===== config.mk =====
export PLATFORM = sky130hd
export DESIGN_NAME = clkout_timer
export DESIGN_NICKNAME = d
export VERILOG_FILES = /design/src/rtl/clkout_pkg.sv /design/src/rtl/clkout_phase.sv /design/src/rtl/clkout_count.sv /design/src/rtl/clkout_wave.sv /design/src/rtl/clkout_timer.sv
export SDC_FILE = /design/constraint.sdc
export NUM_CORES = 1
export LEC_CHECK = 0
export CORE_MARGIN = 1
export CORE_UTILIZATION = 50
export CTS_CLUSTER_DIAMETER = 60
export DETAILED_ROUTE_END_ITERATION = 16
export GPL_TIMING_DRIVEN = 0
export HOLD_SLACK_MARGIN = 0.03
export PLACE_DENSITY = 0.73
export SLEW_MARGIN = 20
export SYNTH_ARGS = -nofsm -noshare
export SYNTH_HDL_FRONTEND = slang
export SYNTH_SLANG_ARGS = --single-unit
export TNS_END_PERCENT = 30

===== constraint.sdc =====
create_clock -name clk -period 4.3 [get_ports clk]
set_input_delay 0.43 -clock clk [delete_from_list [all_inputs] [get_ports clk]]
set_output_delay 0.43 -clock clk [all_outputs]
set_load 0.005 [all_outputs]

===== src/rtl/clkout_pkg.sv =====
package clkout_pkg;

    typedef enum logic [1:0] {
        PS_HALT = 2'd0,
        PS_EVEN = 2'd1,
        PS_ODD  = 2'd2
    } ps_state_t;

endpackage


===== src/rtl/clkout_phase.sv =====
module clkout_phase
    import clkout_pkg::*;
(
    input  logic clk,
    input  logic rst_n,
    input  logic osc_en,
    input  logic go,
    output logic adv
);

    ps_state_t state_q;
    ps_state_t state_d;

    // state register
    always_ff @(posedge clk or negedge rst_n) begin
        if (!rst_n) begin
            state_q <= PS_HALT;
        end else begin
            state_q <= state_d;
        end
    end

    // transitions: go_off, go_on, half_step, full_step
    always_comb begin
        state_d = state_q;
        if (!go) begin
            state_d = PS_HALT;                       // go_off
        end else begin
            unique case (state_q)
                PS_HALT: state_d = PS_EVEN;          // go_on
                PS_EVEN: if (osc_en) state_d = PS_ODD;   // half_step
                PS_ODD:  if (osc_en) state_d = PS_EVEN;  // full_step
                default: state_d = PS_HALT;
            endcase
        end
    end

    // outputs
    always_comb begin
        adv = 1'b0;
        unique case (state_q)
            PS_HALT: adv = 1'b0;
            PS_EVEN: adv = 1'b0;
            PS_ODD:  adv = go && osc_en;
            default: adv = 1'b0;
        endcase
    end

endmodule


===== src/rtl/clkout_count.sv =====
module clkout_count #(
    parameter int CNT_W = 16
) (
    input  logic                 clk,
    input  logic                 rst_n,
    input  logic                 adv,
    input  logic                 wr_hi,
    input  logic                 wr_lo,
    input  logic [CNT_W/2-1:0]   wdata,
    output logic                 wrap
);

    localparam int BYTE_W = CNT_W / 2;

    logic [BYTE_W-1:0] rld_hi_q;
    logic [BYTE_W-1:0] rld_lo_q;
    logic [CNT_W-1:0]  cnt_q;
    logic [CNT_W-1:0]  reload;
    logic              at_top;

    assign reload = {rld_hi_q, rld_lo_q};
    assign at_top = (cnt_q == {CNT_W{1'b1}});
    assign wrap   = adv && at_top;

    // reload byte registers
    always_ff @(posedge clk or negedge rst_n) begin
        if (!rst_n) begin
            rld_hi_q <= '0;
            rld_lo_q <= '0;
        end else begin
            if (wr_hi) rld_hi_q <= wdata;
            if (wr_lo) rld_lo_q <= wdata;
        end
    end

    // up counter, reloads in place of passing through zero
    always_ff @(posedge clk or negedge rst_n) begin
        if (!rst_n) begin
            cnt_q <= '0;
        end else if (adv) begin
            if (at_top) cnt_q <= reload;
            else        cnt_q <= cnt_q + 1'b1;
        end
    end

endmodule


===== src/rtl/clkout_wave.sv =====
module clkout_wave (
    input  logic clk,
    input  logic rst_n,
    input  logic wrap,
    input  logic out_en,
    input  logic gpio_latch,
    input  logic flag_clr,
    output logic clk_pin,
    output logic ovf_tick,
    output logic tmr_flag
);

    logic tog_q;
    logic tick_q;
    logic flag_q;

    always_ff @(posedge clk or negedge rst_n) begin
        if (!rst_n) begin
            tog_q  <= 1'b0;
            tick_q <= 1'b0;
        end else begin
            tick_q <= wrap;
            if (wrap) tog_q <= ~tog_q;
        end
    end

    // flag suppressed while the square wave is routed to the pin
    always_ff @(posedge clk or negedge rst_n) begin
        if (!rst_n) begin
            flag_q <= 1'b0;
        end else if (wrap && !out_en) begin
            flag_q <= 1'b1;
        end else if (flag_clr) begin
            flag_q <= 1'b0;
        end
    end

    assign clk_pin  = out_en ? tog_q : gpio_latch;
    assign ovf_tick = tick_q;
    assign tmr_flag = flag_q;

endmodule


===== src/rtl/clkout_timer.sv =====
module clkout_timer #(
    parameter int CNT_W = 16
) (
    input  logic               clk,
    input  logic               rst_n,
    input  logic               osc_en,
    input  logic               run,
    input  logic               ct_sel,
    input  logic               out_en,
    input  logic               gpio_latch,
    input  logic               wr_hi,
    input  logic               wr_lo,
    input  logic [CNT_W/2-1:0] wdata,
    input  logic               flag_clr,
    output logic               clk_pin,
    output logic               ovf_tick,
    output logic               tmr_flag
);

    logic go;
    logic adv;
    logic wrap;

    assign go = run && !ct_sel;

    clkout_phase u_phase (
        .clk    (clk),
        .rst_n  (rst_n),
        .osc_en (osc_en),
        .go     (go),
        .adv    (adv)
    );

    clkout_count #(.CNT_W(CNT_W)) u_count (
        .clk   (clk),
        .rst_n (rst_n),
        .adv   (adv),
        .wr_hi (wr_hi),
        .wr_lo (wr_lo),
        .wdata (wdata),
        .wrap  (wrap)
    );

    clkout_wave u_wave (
        .clk        (clk),
        .rst_n      (rst_n),
        .wrap       (wrap),
        .out_en     (out_en),
        .gpio_latch (gpio_latch),
        .flag_clr   (flag_clr),
        .clk_pin    (clk_pin),
        .ovf_tick   (ovf_tick),
        .tmr_flag   (tmr_flag)
    );

endmodule


---- After elaboration in Yosys (flattened, before gate mapping) ----
Index checks and enable logic that the tools add are counted.
storage, ports and cells
  bits in registers ....................... 37
  output and inout bits ................... 3
  logic and storage cells ................. 32
cells by class
  reduce and logical (&&, ||, !) cells .... 9
  add/sub/neg operators ................... 1
  equality and inequality tests ........... 5
  muxes and demuxes ....................... 9
  bitwise operators ....................... 1
operators with widths
  cell                     number
  $add A16 B1 Y16 const B  1
  $eq A16 B16 Y1 const B   1
  $mux W16                 1
  $mux W2                  3
  $ne A3 B3 Y1 const B     2
  $pmux W2 S3              1
  $logic_and A1 B1 Y1      4
  $mux W1                  4
  $eq A2 B1 Y1 const B     1
  $eq A2 B2 Y1 const B     1
  $logic_not A1 Y1         2
  $logic_not A2 Y1         1
  $reduce_and A2 Y1        1
  $reduce_bool A2 Y1       1
  $not A1 Y1               1

---- Depth between registers and ports, before layout ----
Gate-level depths: netlist of run 1.
  depth after elaboration ................. 7
  depth in mapped cells ................... 6
  gate-level depth less buffers ........... 5

---- Modules after synthesis ----
A second synthesis of run 1 with hierarchy kept.
unflattened totals
  cells, all modules ...................... 163
  area total of the unflattened synthesis .. 1816.7 µm²
modules (own cells, without submodules)
  module        sequential area each (µm²)  area an instance (µm²)  times used  cells each
  clkout_count  800.8                       1592.8                  1           145
  clkout_wave   75.1                        112.6                   1           8
  clkout_phase  50.0                        97.6                    1           9
  clkout_timer  0.0                         13.8                    1           1

---- Worst setup path before layout of run 1 ----
Ideal clock, no wire load.
  path type ............................... register to register
  from .................................... register u_count.cnt_q[0]
  to ...................................... register u_count.cnt_q[5]
  arrival ................................. 1.453 ns
  setup slack ............................. 2.726 ns
  library setup time ...................... 0.121 ns
  required time ........................... 4.179 ns
  path buffers ............................ 1
  stages on the path, launching flop included .. 7
  clock period less this slack ............ 1.574 ns
  cells stage by stage .................... dfrtp_1 > ha_1 > nand3_1 > nor4_4 > buf_6 > o21ai_1 > a22o_1
on the way
  longest elaborated chain between the ends .. 2
RTL lines
  what                                               RTL line                                source
  start, declared                                    clkout_count.sv:17                      logic [CNT_W-1:0] cnt_q;
  start signal, assigned                             clkout_count.sv:41                      if (at_top) cnt_q <= reload;
  start signal, assigned                             clkout_count.sv:42                      else cnt_q <= cnt_q + 1'b1;
  $add A16 B1 Y16 or $eq A16 B16 Y1 (tied branches)  clkout_count.sv:42, clkout_count.sv:22
  $mux W16 *                                         clkout_count.sv:41
Mark *: on every way between the ends. The rest lies on a longest branch, timed or not.
A chain may end at the register's enable or synchronous reset.

---- Worst setup path in the final report of run 1 ----
  from .................................... input port out_en
  to ...................................... output port clk_pin
on the way
  longest elaborated chain between the ends .. 1
RTL lines
  what             RTL line            source
  start, declared  clkout_timer.sv:9   input logic out_en,
  $mux W1          clkout_wave.sv:38   assign clk_pin = out_en ? tog_q : gpio_latch;
  end, declared    clkout_timer.sv:15  output logic clk_pin,
No other way between the ends.

==> results.json, run 1 <==
{
  "htreeDepth": 2,
  "hp-class": "reg -> reg",
  "p_leak_nw": 0.9097,
  "fin_cells": 235,
  "relSlewSlack": 0.6732,
  "grt_use_total": 0.2384,
  "pwr-share-clk": 0.325,
  "die_h_um": 61.86,
  "synthFlopType": "dfrtp_1",
  "gp_congestion": 0.8360,
  "post_cts_buffers": 0,
  "ys_seq_area_frac": 0.5168,
  "grt_overflow": 0,
  "drtPass1Iterations": 4,
  "max-vdd-ir-drop_uv": 202.2,
  "worstSetupPathType": "in -> out",
  "wl_per_cell_um": 15.83,
  "ys_seq_elements": 37,
  "worst_skew_pair.late_latency_ps": 330,
  "antenna_left": 0,
  "core.rowCount": 21,
  "required_ps": 3870,
  "fillerInstances": 279,
  "crit_arrival_ps": 1690,
  "grt_pass1_wl_mm": 6.423,
  "comb_power_share": 0.082,
  "cts.clk_slew.worst_paths_ps": 110,
  "initial_core_util": 0.5286,
  "rsz0062_at_grt": "false",
  "tns_ps": 0,
  "ys_warn_count": 0,
  "core_area_um2": 3390,
  "finalSetupViolCount": 0,
  "dp.cells": 226,
  "p_int_w": 0.0004916,
  "syn_to_final_growth_pct": 18.99,
  "layout_commonest_cell": "dfrtp_1",
  "drive_above_1_share": 0.1852,
  "synth.distinct_cells": 38,
  "num_io_pins": 21,
  "io_buffers": 18,
  "clk_path_buf_depth": 2,
  "finalClockSkew_ps": 9.068,
  "syn_nets": 180,
  "synth_area_um2": 1792,
  "tightestPinTransition_ps": 490.2,
  "grt_pass1_vias": 1369,
  "layout.nets": 207,
  "final_hold_viol_count": 0,
  "syn_area_per_cell_um2": 11.13,
  "diodes": 0,
  "cp_max_fo": 2,
  "hold_buffers": 1,
  "final_cell_mix": "dfrtp_1, mux2_2, clkdlybuf4s50_1",
  "crit_path_end_kind": "primary output",
  "switching_share": 0.2269,
  "power_density_nw_per_um2": 298.2,
  "status": "finished clean",
  "numCtsBuffers": 5,
  "dieArea_um2": 3827,
  "root_buffer": "clkbuf_4",
  "fin_crit_sh": 0.4937,
  "postSynthCellCount": 161,
  "wirelength_mm": 3.719,
  "antenna_found_initial": 0,
  "drt_iter0_markers": 72,
  "max_freq_ghz": 0.4711,
  "remaining_drc_errors": 0,
  "hpwl_mm": 2.850,
  "grt_start_max_net_pins": 23,
  "worst_setup_path_start_kind": "input port",
  "dieWidth_um": 61.86,
  "vias_per_cell": 5.949,
  "finalMaxSlewViolations": 0,
  "synth-edff-count": 0,
  "async_flop_share": 1.000,
  "num_vias": 1398,
  "maxCapViolCount": 0,
  "cts_resized": 0,
  "cts_tree": "done",
  "p_seq_frac": 0.593,
  "cts.sinks": 37,
  "p_switching_w": 0.0001443,
  "period_minus_slack_ps": 2123
}
[power groups by stage]
stage	registers, W	logic (W)	clock network (W)
after floorplan	0.000379	0.0000234	0
after global placement	0.000383	0.0000476	0
after detailed placement	0.000384	0.0000531	0
after CTS	0.000377	0.0000540	0.000212
after global routing	0.000379	0.0000590	0.000232
final	0.000377	0.0000524	0.000207
[per-layer routing]
metal  GRT usage  wire length, um
met2      0.3825             1838
met1      0.3130             1629
met4      0.1016               95
met3     0.05383              156
met5           0                0
[critical path, stage by stage]
cell and delay (ps):
clkdlybuf4s50_1 490, mux2_2 330, clkdlybuf4s50_1 440
[state kept, by name, indices dropped and copies added, names as in the netlist]
| signal | cells |
|---|---|
| u_count.cnt_q | 16 |
| u_count.rld_lo_q | 8 |
| u_phase.state_q | 2 |
| u_wave.tog_q | 1 |
| u_wave.tmr_flag | 1 |
| u_count.rld_hi_q | 8 |
| u_wave.ovf_tick | 1 |
[cells by family (layout without fill, tap and decap cells)]
family,count (synthesis),in the layout,share of synthesized area
and+or+nand+nor,50,50,0.1641
DFF,37,37,0.5168
AOI/OAI and AO/OA,33,33,0.1166
muxes,26,26,0.1578
buffers and inverters,13,41,0.03282
adders and majority gates,1,1,0.006982
xor gates and xnor gates,1,1,0.004889
[cell type report]
type,instances,area (um^2),share of cell area
plain buffers,6,32.53,0.01526
flip-flops and latches,37,925.9,0.4343
clock inverters,1,5.005,0.002347
repair buffers,20,212.7,0.09977
well taps,46,57.56,0.02700
clock buffers,7,65.06,0.03052
multi-input cells,111,807.0,0.3785
inverters,7,26.28,0.01232
[per-stage QoR]
stage / total power (W) / util / hold WS, ps / setup slack (ps) / area, um^2
6_report: 0.0006358 / 0.6290 / 474.0 / 2177 / 2132
4_1_cts: 0.0006424 / 0.6290 / 483.4 / 2171 / 2132
3_3_place_gp: 0.0004303 / 0.5987 / 456.3 / 2017 / 2029
3_5_place_dp: 0.0004370 / 0.6054 / 383.2 / 2095 / 2052
2_1_floorplan: 0.0004019 / - / 134.4 / 2726 / 1792
5_1_grt: 0.0006706 / 0.6290 / 510.6 / 2103 / 2132
[final timing paths]
path	from	endpoint	slack, ps	depth (start not counted)
max reg2reg	u_count.cnt_q[0]	u_count.cnt_q[11]	2440	6
max in group asynchronous	rst_n	u_count.rld_lo_q[3]	3320	3
min in group asynchronous	rst_n	u_phase.state_q[0]	540	2
min reg2reg	u_wave.tog_q	u_wave.tog_q	470	1
max	out_en	clk_pin	2180	3
min	u_wave.tog_q	u_wave.tog_q	470	1
[cells in the mapped netlist, drive strengths merged, types with 3 or more instances]
cell     instances  area, um^2
a21oi           11       55.05
buf              3       21.27
clkbuf           3       11.26
dfrtp           37       925.9
inv              7       26.28
mux2            18       202.7
mux2i            8       80.08
nand2           12       45.04
nand3            6       30.03
nand4            6       50.04
nor2             8       30.03
nor4             3       33.78
o21ai            7       35.03
o2bb2ai          3       26.28
Note: power is estimated with default switching activity, not from simulation.
==> inputs of run 2 (changes only) <==
==> constraint.sdc (replaced) <==
create_clock -name clk -period 2.15 [get_ports clk]
set_input_delay 0.215 -clock clk [delete_from_list [all_inputs] [get_ports clk]]
set_output_delay 0.215 -clock clk [all_outputs]
set_load 0.005 [all_outputs]
==> results of run 2 <==
The final DEF is identical to that of run 1. Status: finished clean.
Among the figures that moved: setup slack after placement 2095 ps -> 159.8 ps; setup slack after layout 2177 ps -> 293.1 ps; hold slack 474.0 ps -> 325.0 ps; start point of the critical path out_en -> u_count.cnt_q[0]; end point of the critical path clk_pin -> u_count.cnt_q[11]; register-to-register setup slack 2440 ps -> 290 ps; total power 0.0006358 W -> 0.001272 W; worst IR drop on VDD 202.2 uV -> 404.4 uV
==> inputs of run 3 (changes only) <==
--- a/config.mk
+++ b/config.mk
@@ -5,6 +5,8 @@
 export SDC_FILE = /design/constraint.sdc
 export NUM_CORES = 1
 export LEC_CHECK = 0
+export CAP_MARGIN = 20
+export CORE_ASPECT_RATIO = 0.6
 export CORE_MARGIN = 1
 export CORE_UTILIZATION = 50
 export CTS_CLUSTER_DIAMETER = 60
==> constraint.sdc (replaced) <==
create_clock -name clk -period 2.15 [get_ports clk]
set_input_delay 0.215 -clock clk [delete_from_list [all_inputs] [get_ports clk]]
set_output_delay 0.215 -clock clk [all_outputs]
set_load 0.02 [all_outputs]
==> run 3 against run 2 <==
Final area is 2.1% higher; clock skew is 4.7 ps lower; maximum frequency hardly changed; final cell count shrank 0.43%; combinational power about the same; first-iteration DRC count is 100% higher; worst setup slack better by 1.8 ps; power up 16%; sequential share of layout area shrank 0.90 points; hold slack better by 77 ps.
==> results.json, run 3 (synthesis results as in run 1) <==
{
  "clk_path_buf_depth": 2,
  "switching_share": 0.2049,
  "path_cells": "ha_1 -> nand3_1 -> nor4_4 -> buf_2 -> o21ai_0 -> o2bb2ai_1",
  "slowest_stage": "dfrtp_1",
  "maxCapViolCount": 0,
  "finalClockSkew_ps": 4.369,
  "wl_per_cell_um": 16.51,
  "drive_above_1_share": 0.1799,
  "worst_skew_pair.late_latency_ps": 280,
  "grt_start_max_net_pins": 22,
  "final_hold_viol_count": 0,
  "num_io_pins": 21,
  "hpwl_mm": 2.814,
  "worstSetupPathType": "reg -> reg",
  "fin_crit_sh": 0.8628,
  "core.rowCount": 16,
  "cts.sinks": 37,
  "r2r_slack_ps": 290,
  "cp_max_fo": 10,
  "p_int_w": 0.001172,
  "p_seq_frac": 0.513,
  "comb_power_share": 0.073,
  "dieWidth_um": 79.28,
  "critPathCapture": "u_count.cnt_q[15]",
  "antenna_left": 0,
  "worst_setup_path_start_kind": "flop",
  "root_buffer": "clkbuf_8",
  "cp-startpoint": "u_count.cnt_q[0]",
  "p_leak_nw": 0.9269,
  "grt_pass1_wl_mm": 6.382,
  "die_h_um": 48.37,
  "utilization": 0.6512,
  "grt_pass1_vias": 1330,
  "wirelength_mm": 3.863,
  "max_freq_ghz": 0.5391,
  "drt_iter0_markers": 144,
  "numCtsBuffers": 5,
  "cts_tree": "done",
  "dieArea_um2": 3835,
  "finalMaxSlewViolations": 0,
  "period_minus_slack_ps": 1855,
  "power_density_nw_per_um2": 677.1,
  "pwr-share-clk": 0.414,
  "gp_congestion": 0.8516,
  "finalSetupViolCount": 0,
  "cpPeakStageDelay_ps": 450,
  "grt_use_total": 0.2259,
  "required_ps": 2310,
  "drtPass1Iterations": 4,
  "tns_ps": 0,
  "relSlewSlack": 0.6406,
  "cts_resized": 0,
  "reg2reg_depth": 6,
  "hp-class": "in -> reg",
  "largest-register": "u_count.cnt_q",
  "core_area_um2": 3343,
  "largest_register_ffs": 16,
  "grt_overflow": 0,
  "layout.nets": 207,
  "r2r-end": "u_count.cnt_q[15]",
  "layout_commonest_cell": "dfrtp_1",
  "final_cell_mix": "dfrtp_1, mux2_2, clkdlybuf4s50_1",
  "p_switching_w": 0.0003021,
  "rsz0062_at_grt": "false",
  "cts.clk_slew.worst_paths_ps": 70,
  "top_regs": "u_count.cnt_q (16), u_count.rld_hi_q (8), u_count.rld_lo_q (8)",
  "crit_path_end_kind": "flop",
  "r2r_start": "u_count.cnt_q[0]",
  "crit_arrival_ps": 2020,
  "initial_core_util": 0.5359,
  "num_vias": 1409,
  "diodes": 0,
  "vias_per_cell": 6.021,
  "hold_slack_ps": 402.1,
  "status": "finished clean",
  "max-vdd-ir-drop_uv": 433.5,
  "power.total_w": 0.001474,
  "htreeDepth": 2,
  "syn_to_final_growth_pct": 21.51,
  "antenna_found_initial": 0,
  "remaining_drc_errors": 0,
  "tightestPinTransition_ps": 539.1,
  "io_buffers": 18
}
## run 3: final cells by class
type                       count  area, um^2
clock inverter                 1       30.03
timing repair buffer          20       212.7
fill                         247        1166
buffer                         6       32.53
clock buffer                   7       86.33
sequential                    37       925.9
multi-input combinational    111       807.0
inverter                       7       26.28
tap                           45       56.30
## run 3: power by group through the flow
stage	clock network [W]	logic (W)	registers (W)
after floorplan	0	0.0000479	0.000757
after global placement	0	0.0000974	0.000767
after detailed placement	0	0.000108	0.000769
after CTS	0.000627	0.000110	0.000755
after global routing	0.000662	0.000118	0.000759
final	0.000611	0.000107	0.000756
## run 3: what timing repair did
item | 4_1_cts | 5_1_grt
hold buffers | 1 | 0
endpoints found under the hold margin | 16 | 0
endpoints found under the setup margin | 0 | 0
buffers inserted | 0 | 0
## run 3: critical path, delay by kind of cell, from the launching register on
family          cells  cell delay, ps
flops               1             450
buf+inv             1             290
compound gates      2             270
simple gates        2             480
fa+ha+maj           1             250
## run 3: metal layers
| metal | routed length [um] | vias to the layer above | track usage |
|---|---|---|---|
| met5 | 0 | - | 0 |
| met4 | 29 | 0 | 0.08182 |
| met3 | 393 | 4 | 0.05849 |
| met2 | 1638 | 68 | 0.3348 |
| met1 | 1802 | 690 | 0.3209 |
| li1 | - | 647 | - |
## run 3: worst min-delay path by stage
stage / startpoint / to / slack, ps / depth (start not counted)
after floorplan: rst_n / u_count.cnt_q[0] / -80 / 0
after global placement: u_wave.tog_q / u_wave.tog_q / 460 / 1
after detailed placement: rst_n / u_phase.state_q[1] / 180 / 1
after CTS: wr_hi / u_count.rld_hi_q[4] / 400 / 3
after global routing: wr_hi / u_count.rld_hi_q[4] / 420 / 3
final: wr_hi / u_count.rld_hi_q[4] / 400 / 3
## run 3: stage by stage
| stage | setup WS (ps) | instances | cell area [um^2] |
|---|---|---|---|
| 6_report | 294.9 | 234 | 2177 |
| 3_5_place_dp | 184.0 | 225 | 2051 |
| 3_3_place_gp | 73.34 | 224 | 2028 |
| 2_1_floorplan | 576.3 | 161 | 1792 |
| 4_1_cts | 338.7 | 234 | 2177 |
| 5_1_grt | 195.1 | 234 | 2177 |
